$ cat config.mk
export PLATFORM = sky130hd
export DESIGN_NAME = pcpwm_timer
export DESIGN_NICKNAME = d
export VERILOG_FILES = /design/src/rtl/pcpwm_pkg.sv /design/src/rtl/pcpwm_prescaler.sv /design/src/rtl/pcpwm_counter.sv /design/src/rtl/pcpwm_compare.sv /design/src/rtl/pcpwm_wavegen.sv /design/src/rtl/pcpwm_timer.sv
export SDC_FILE = /design/constraint.sdc
export NUM_CORES = 1
export LEC_CHECK = 0
export BUFFER_PORTS_ARGS = -buffer_cell sky130_fd_sc_hd__buf_2
export CAP_MARGIN = 20
export CORE_ASPECT_RATIO = 1.25
export CORE_MARGIN = 4
export CORE_UTILIZATION = 47
export DETAILED_ROUTE_END_ITERATION = 8
export PLACE_DENSITY = 0.68
export SYNTH_ARGS = -nofsm -noshare
export SYNTH_HDL_FRONTEND = slang
export SYNTH_HIERARCHICAL = 1
export SYNTH_SLANG_ARGS = --single-unit
$ cat constraint.sdc
create_clock -name clk -period 5.8 [get_ports clk]
set_input_delay 1.16 -clock clk [delete_from_list [all_inputs] [get_ports clk]]
set_output_delay 1.16 -clock clk [all_outputs]
set_load 0.03 [all_outputs]
$ cat src/rtl/pcpwm_pkg.sv
`timescale 1ns/1ps
package pcpwm_pkg;

   localparam int unsigned PS_SEL_W   = 3;
   localparam int unsigned PS_MAX_DIV = 1024;
   localparam int unsigned PS_DIV_W   = $clog2(PS_MAX_DIV) + 1;

   typedef enum logic [PS_SEL_W-1:0] {
      PS_HOLD    = 3'd0,
      PS_DIV1    = 3'd1,
      PS_DIV8    = 3'd2,
      PS_DIV64   = 3'd3,
      PS_DIV256  = 3'd4,
      PS_DIV1024 = 3'd5
   } ps_code_e;

   // Divisor for a selection code; 0 means the counter is held.
   function automatic int unsigned ps_divisor(input logic [PS_SEL_W-1:0] code);
      int unsigned d;
      case (code)
         PS_DIV1:    d = 1;
         PS_DIV8:    d = 8;
         PS_DIV64:   d = 64;
         PS_DIV256:  d = 256;
         PS_DIV1024: d = 1024;
         default:    d = 0;
      endcase
      return d;
   endfunction

endpackage

$ cat src/rtl/pcpwm_prescaler.sv
`timescale 1ns/1ps
module pcpwm_prescaler
   import pcpwm_pkg::*;
#(
   parameter int unsigned SEL_W = PS_SEL_W,
   parameter int unsigned DIV_W = PS_DIV_W
) (
   input  logic             clk,
   input  logic             rst_n,
   input  logic [SEL_W-1:0] sel,
   output logic             step_en
);

   logic [SEL_W-1:0] sel_q;
   logic [DIV_W-1:0] pcnt;
   logic [DIV_W-1:0] div;
   logic             sel_chg;
   logic             running;
   logic             wrap;

   assign div     = DIV_W'(ps_divisor(sel));
   assign sel_chg = (sel != sel_q);
   assign running = (div != '0);
   assign wrap    = (pcnt == div - DIV_W'(1));
   assign step_en = running && !sel_chg && wrap;

   always_ff @(posedge clk) begin
      if (!rst_n) begin
         sel_q <= '0;
         pcnt  <= '0;
      end else begin
         sel_q <= sel;
         if (sel_chg || !running || wrap)
            pcnt <= '0;
         else
            pcnt <= pcnt + DIV_W'(1);
      end
   end

endmodule

$ cat src/rtl/pcpwm_counter.sv
`timescale 1ns/1ps
module pcpwm_counter #(
   parameter int unsigned CNT_W = 8
) (
   input  logic             clk,
   input  logic             rst_n,
   input  logic             step_en,
   output logic [CNT_W-1:0] cnt,
   output logic             cnt_dn,
   output logic             at_top,
   output logic             at_bot
);

   localparam logic [CNT_W-1:0] TOP = {CNT_W{1'b1}};
   localparam logic [CNT_W-1:0] ONE = CNT_W'(1);

   assign at_top = (cnt == TOP);
   assign at_bot = (cnt == '0);

   always_ff @(posedge clk) begin
      if (!rst_n) begin
         cnt    <= '0;
         cnt_dn <= 1'b0;
      end else if (step_en) begin
         if (at_top) begin
            cnt    <= TOP - ONE;
            cnt_dn <= 1'b1;
         end else if (at_bot) begin
            cnt    <= ONE;
            cnt_dn <= 1'b0;
         end else if (cnt_dn) begin
            cnt    <= cnt - ONE;
         end else begin
            cnt    <= cnt + ONE;
         end
      end
   end

endmodule

$ cat src/rtl/pcpwm_compare.sv
`timescale 1ns/1ps
module pcpwm_compare #(
   parameter int unsigned CNT_W = 8
) (
   input  logic             clk,
   input  logic             rst_n,
   input  logic             wr_en,
   input  logic [CNT_W-1:0] wr_val,
   input  logic             load,
   output logic [CNT_W-1:0] hold_val,
   output logic [CNT_W-1:0] act_val
);

   always_ff @(posedge clk) begin
      if (!rst_n) begin
         hold_val <= '0;
         act_val  <= '0;
      end else begin
         if (wr_en)
            hold_val <= wr_val;
         if (load)
            act_val <= hold_val;
      end
   end

endmodule

$ cat src/rtl/pcpwm_wavegen.sv
`timescale 1ns/1ps
module pcpwm_wavegen #(
   parameter int unsigned CNT_W = 8
) (
   input  logic             clk,
   input  logic             rst_n,
   input  logic             step_en,
   input  logic [CNT_W-1:0] cnt,
   input  logic             cnt_dn,
   input  logic             at_top,
   input  logic             at_bot,
   input  logic [CNT_W-1:0] act_val,
   input  logic [CNT_W-1:0] hold_val,
   input  logic             pol_inv,
   input  logic             ovf_clr,
   input  logic             cmp_clr,
   output logic             pwm_pin,
   output logic             ovf_flag,
   output logic             cmp_flag
);

   localparam logic [CNT_W-1:0] TOP = {CNT_W{1'b1}};

   logic lvl_q;
   logic lvl_d;
   logic hit;
   logic ovf_set;
   logic cmp_set;

   assign hit     = (cnt == act_val);
   assign ovf_set = step_en && cnt_dn && (cnt == CNT_W'(1));
   assign cmp_set = step_en && hit;

   // Level for the non-inverted pin after this step.
   always_comb begin
      lvl_d = lvl_q;
      if (step_en) begin
         if (at_top)
            lvl_d = (hold_val == TOP);      // top turn: take newly loaded value
         else if (at_bot)
            lvl_d = (act_val != '0);        // bottom turn
         else if (hit)
            lvl_d = cnt_dn;                 // up match clears, down match sets
      end
   end

   always_ff @(posedge clk) begin
      if (!rst_n) begin
         lvl_q    <= 1'b0;
         ovf_flag <= 1'b0;
         cmp_flag <= 1'b0;
      end else begin
         lvl_q <= lvl_d;
         if (ovf_set)      ovf_flag <= 1'b1;
         else if (ovf_clr) ovf_flag <= 1'b0;
         if (cmp_set)      cmp_flag <= 1'b1;
         else if (cmp_clr) cmp_flag <= 1'b0;
      end
   end

   assign pwm_pin = lvl_q ^ pol_inv;

endmodule

$ cat src/rtl/pcpwm_timer.sv
`timescale 1ns/1ps
module pcpwm_timer
   import pcpwm_pkg::*;
#(
   parameter int unsigned CNT_W = 8
) (
   input  logic                clk,
   input  logic                rst_n,
   input  logic [PS_SEL_W-1:0] presc_sel,
   input  logic                pol_inv,
   input  logic                cmp_we,
   input  logic [CNT_W-1:0]    cmp_wdata,
   input  logic                ovf_clr,
   input  logic                cmp_clr,
   output logic                pwm_pin,
   output logic                ovf_flag,
   output logic                cmp_flag
);

   generate
      if (CNT_W < 2 || CNT_W > 16) begin : g_bad_width
         $error("pcpwm_timer: CNT_W must lie in 2..16");
      end
      if (PS_DIV_W < 2) begin : g_bad_div
         $error("pcpwm_timer: divider width too small");
      end
   endgenerate

   logic             step_en;
   logic [CNT_W-1:0] cnt;
   logic             cnt_dn;
   logic             at_top;
   logic             at_bot;
   logic [CNT_W-1:0] hold_val;
   logic [CNT_W-1:0] act_val;

   pcpwm_prescaler #(.SEL_W(PS_SEL_W), .DIV_W(PS_DIV_W)) u_presc (
      .clk     (clk),
      .rst_n   (rst_n),
      .sel     (presc_sel),
      .step_en (step_en)
   );

   pcpwm_counter #(.CNT_W(CNT_W)) u_cnt (
      .clk     (clk),
      .rst_n   (rst_n),
      .step_en (step_en),
      .cnt     (cnt),
      .cnt_dn  (cnt_dn),
      .at_top  (at_top),
      .at_bot  (at_bot)
   );

   pcpwm_compare #(.CNT_W(CNT_W)) u_cmp (
      .clk      (clk),
      .rst_n    (rst_n),
      .wr_en    (cmp_we),
      .wr_val   (cmp_wdata),
      .load     (step_en && at_top),
      .hold_val (hold_val),
      .act_val  (act_val)
   );

   pcpwm_wavegen #(.CNT_W(CNT_W)) u_wave (
      .clk      (clk),
      .rst_n    (rst_n),
      .step_en  (step_en),
      .cnt      (cnt),
      .cnt_dn   (cnt_dn),
      .at_top   (at_top),
      .at_bot   (at_bot),
      .act_val  (act_val),
      .hold_val (hold_val),
      .pol_inv  (pol_inv),
      .ovf_clr  (ovf_clr),
      .cmp_clr  (cmp_clr),
      .pwm_pin  (pwm_pin),
      .ovf_flag (ovf_flag),
      .cmp_flag (cmp_flag)
   );

endmodule

==> results.ini <==
[power_and_ir_drop]
power_density_nw_per_um2 = 195
vdd_drop_max_v = 0.000139
finalPower_mw = 0.519
leakagePower_nw = 1.01

[global_route]
track_usage_pct = 15.3
grt_max_degree = 40
grt_pass1_wl_um = 8050
grt_pass1_vias = 1865
antenna_found_initial = 0
overflow = 0

[layout]
drive_gt1_share_pct = 14.8
area_growth_pct = 7.43
antenna_cells = 0
fin_cells = 346
mostFrequentLayoutCell = dfxtp_1
nets = 310
mostFrequentLayoutCells = 42 x dfxtp_1, 25 x nor2b_1, 23 x nor2_1

[clock_network]
clk_pin_slew_ns = 0.09
clk-insertion-delay-late_ns = 0.29
cts_root_buf = clkbuf_8
cts_resized = 0
cts_tree = built
cts_sinks = 42
post_cts_buffers = 0
ctsLongestPathBuffers = 2
numCtsBuffers = 5
ctsHoldBuffers = 0
htreeDepth = 2

[detailed_routing]
ant_nets = 0
drc = 0
vias = 1915
routed_via_density = 5.53
wirelength_um = 4640
firstDrtPassIters = 4
wire_per_inst_um = 13.4
dr.first_iter.drc_count = 117

[die]
dieArea_um2 = 6500
die-height_um = 89.2
core_area_um2 = 5080
start_util_pct = 48.7
rows = 29
die_x_um = 72.9
ios = 20

[worst_hold_path]
hp-class = flip-flop to flip-flop

[yosys]
yosysSeqAreaShare_pct = 34.0
ys_ff_latch = 42
ys_types = 50
postSynthAreaPerCell_um2 = 9.34
ys_warn_count = 6
syn-instance-count = 265
syn_nets = 292
syn-cell-area_um2 = 2480

[critical_path]
critPathArrivalTime_ns = 4.50
required_ns = 6.04
crit_fanout = 12
path_class = primary input to flip-flop
critPathCaptureType = flip-flop
start_kind = primary input

[sta]
slew-limit-headroom_pct = 51.9
worst_pin_slew_ns = 0.719
worst_slack_ns = 1.54
holdWs_ns = 0.464
clock.fmax_mhz = 235
post-route-period-util_pct = 73.5
rsz0062_at_grt = false
finalHoldViolCount = 0
fin_skew_ns = 0.0131
setup-tns-final_ns = 0
slew_viol_final = 0
setup_viol = 0
min_period_ns = 4.26

[placed_design]
io_buffers = 19
place_inst = 338
post-dp-hpwl_um = 3420
preCtsSetupSlack_ns = 1.28
finalWeightedCongestion = 0.827

[status]
status = completed

[flow_run]
max_cap_violations = 0

-- worst paths after layout --
check | slack [ns] | end | cells after the start | startpoint
setup reg to reg | 3.12 | u_cnt/cnt[4] | 8 | u_presc/pcnt[2]
setup / recovery | 1.54 | u_cnt/cnt[4] | 12 | presc_sel[1]
hold / removal | 0.46 | u_presc/pcnt[0] | 1 | u_presc/pcnt[0]
hold reg to reg | 0.46 | u_presc/pcnt[0] | 1 | u_presc/pcnt[0]
-- cells by family (layout without fill, tap and decap cells) --
| logic type | count (synthesis) | count (layout) | synth area share [%] |
|---|---|---|---|
| AND/OR/NAND/NOR | 115 | 115 | 27.7 |
| flip-flops | 42 | 42 | 34.0 |
| AO/OA/AOI/OAI | 40 | 40 | 11.9 |
| XOR/XNOR | 29 | 29 | 10.3 |
| multiplexers | 18 | 18 | 7.28 |
| buffers and inverters | 11 | 30 | 3.54 |
| adder cells (fa/ha/maj) | 10 | 10 | 5.36 |
-- synth_stat cells (all sizes together) --
master   number  share of area, %
dfxtp        42                34
nor2b        25               6.3
nor2         23               3.5
mux2i        18               7.3
xnor2        16               5.7
nand2        13               2.0
xor2         13               4.6
nand3        12               2.4
o21ai        11               2.2
ha            9               4.5
nand4         9               2.3
and2          7               1.8
buf           7               2.9
nor3          6               1.4
nor4          5               3.1
a211oi        4               1.4
a21oi         4              0.96
a211o         3               1.1
a21boi        3              0.91
a21o          3               1.0
inv           3              0.45
nor4b         3               1.1
and3          2              0.51
nand3b        2              0.61
o211ai        2              0.61
o21a          2              0.61
or2           2              0.51
or3           2              0.51
a221oi        1              0.35
a311o         1              0.40
a41o          1              0.45
clkbuf        1              0.15
fa            1              0.81
nand2b        1              0.25
nand4b        1              0.35
nor3b         1              0.76
o2bb2ai       1              0.35
o311ai        1              0.35
o31a          1              0.35
o31ai         1              0.51
o32ai         1              0.35
or3b          1              0.35
-- where the power goes --
group	internal (mW)	total [mW]	switching [mW]
logic	0.0181	0.0374	0.0193
registers	0.293	0.296	0.00327
clock network	0.0848	0.186	0.101
total	0.396	0.519	0.123
-- worst max-delay path, cell delays in order --
cell and delay, ns:
buf_2 0.19, or3b_2 0.46, ha_1 0.23, ha_1 0.29, xnor2_1 0.16, nor4_4 0.28
nand4_1 0.12, nor2_1 0.58, inv_1 0.29, a21o_2 0.28, nor3_1 0.25, o31a_1 0.18
-- layout make-up --
class / instances / area, um^2
clock buffers: 5 / 68.8
clock inverters: 3 / 18.8
fillers: 496 / 2420
inverters: 3 / 11.3
multi-input cells: 212 / 1550
flip-flops and latches: 42 / 841
well taps: 62 / 77.6
repair buffers: 19 / 95.1
-- flip-flops by register name, indices dropped and copies added (netlist names) --
register and flops:
u_wave/cmp_flag 1, u_wave/ovf_flag 1, u_cnt/cnt 8, u_cmp/hold_val 8
u_wave/lvl_q 1, u_presc/pcnt 11, u_presc/sel_q 3, u_cnt/cnt_dn 1
u_cmp/act_val 8
-- metrics by stage --
step                      area, um^2  utilization (%)
after floorplan                 2480                -
after global placement          2570             50.6
after detailed placement        2570             50.6
after CTS                       2660             52.4
after global routing            2660             52.4
final                           2660             52.4
-- layer usage --
| metal | wire length, um | track usage, % |
|---|---|---|
| met5 | 0 | 0 |
| met2 | 2210 | 25.0 |
| met1 | 2200 | 19.4 |
| met4 | 72 | 7.55 |
| met3 | 158 | 2.92 |
(Power assumes the default switching activity.)
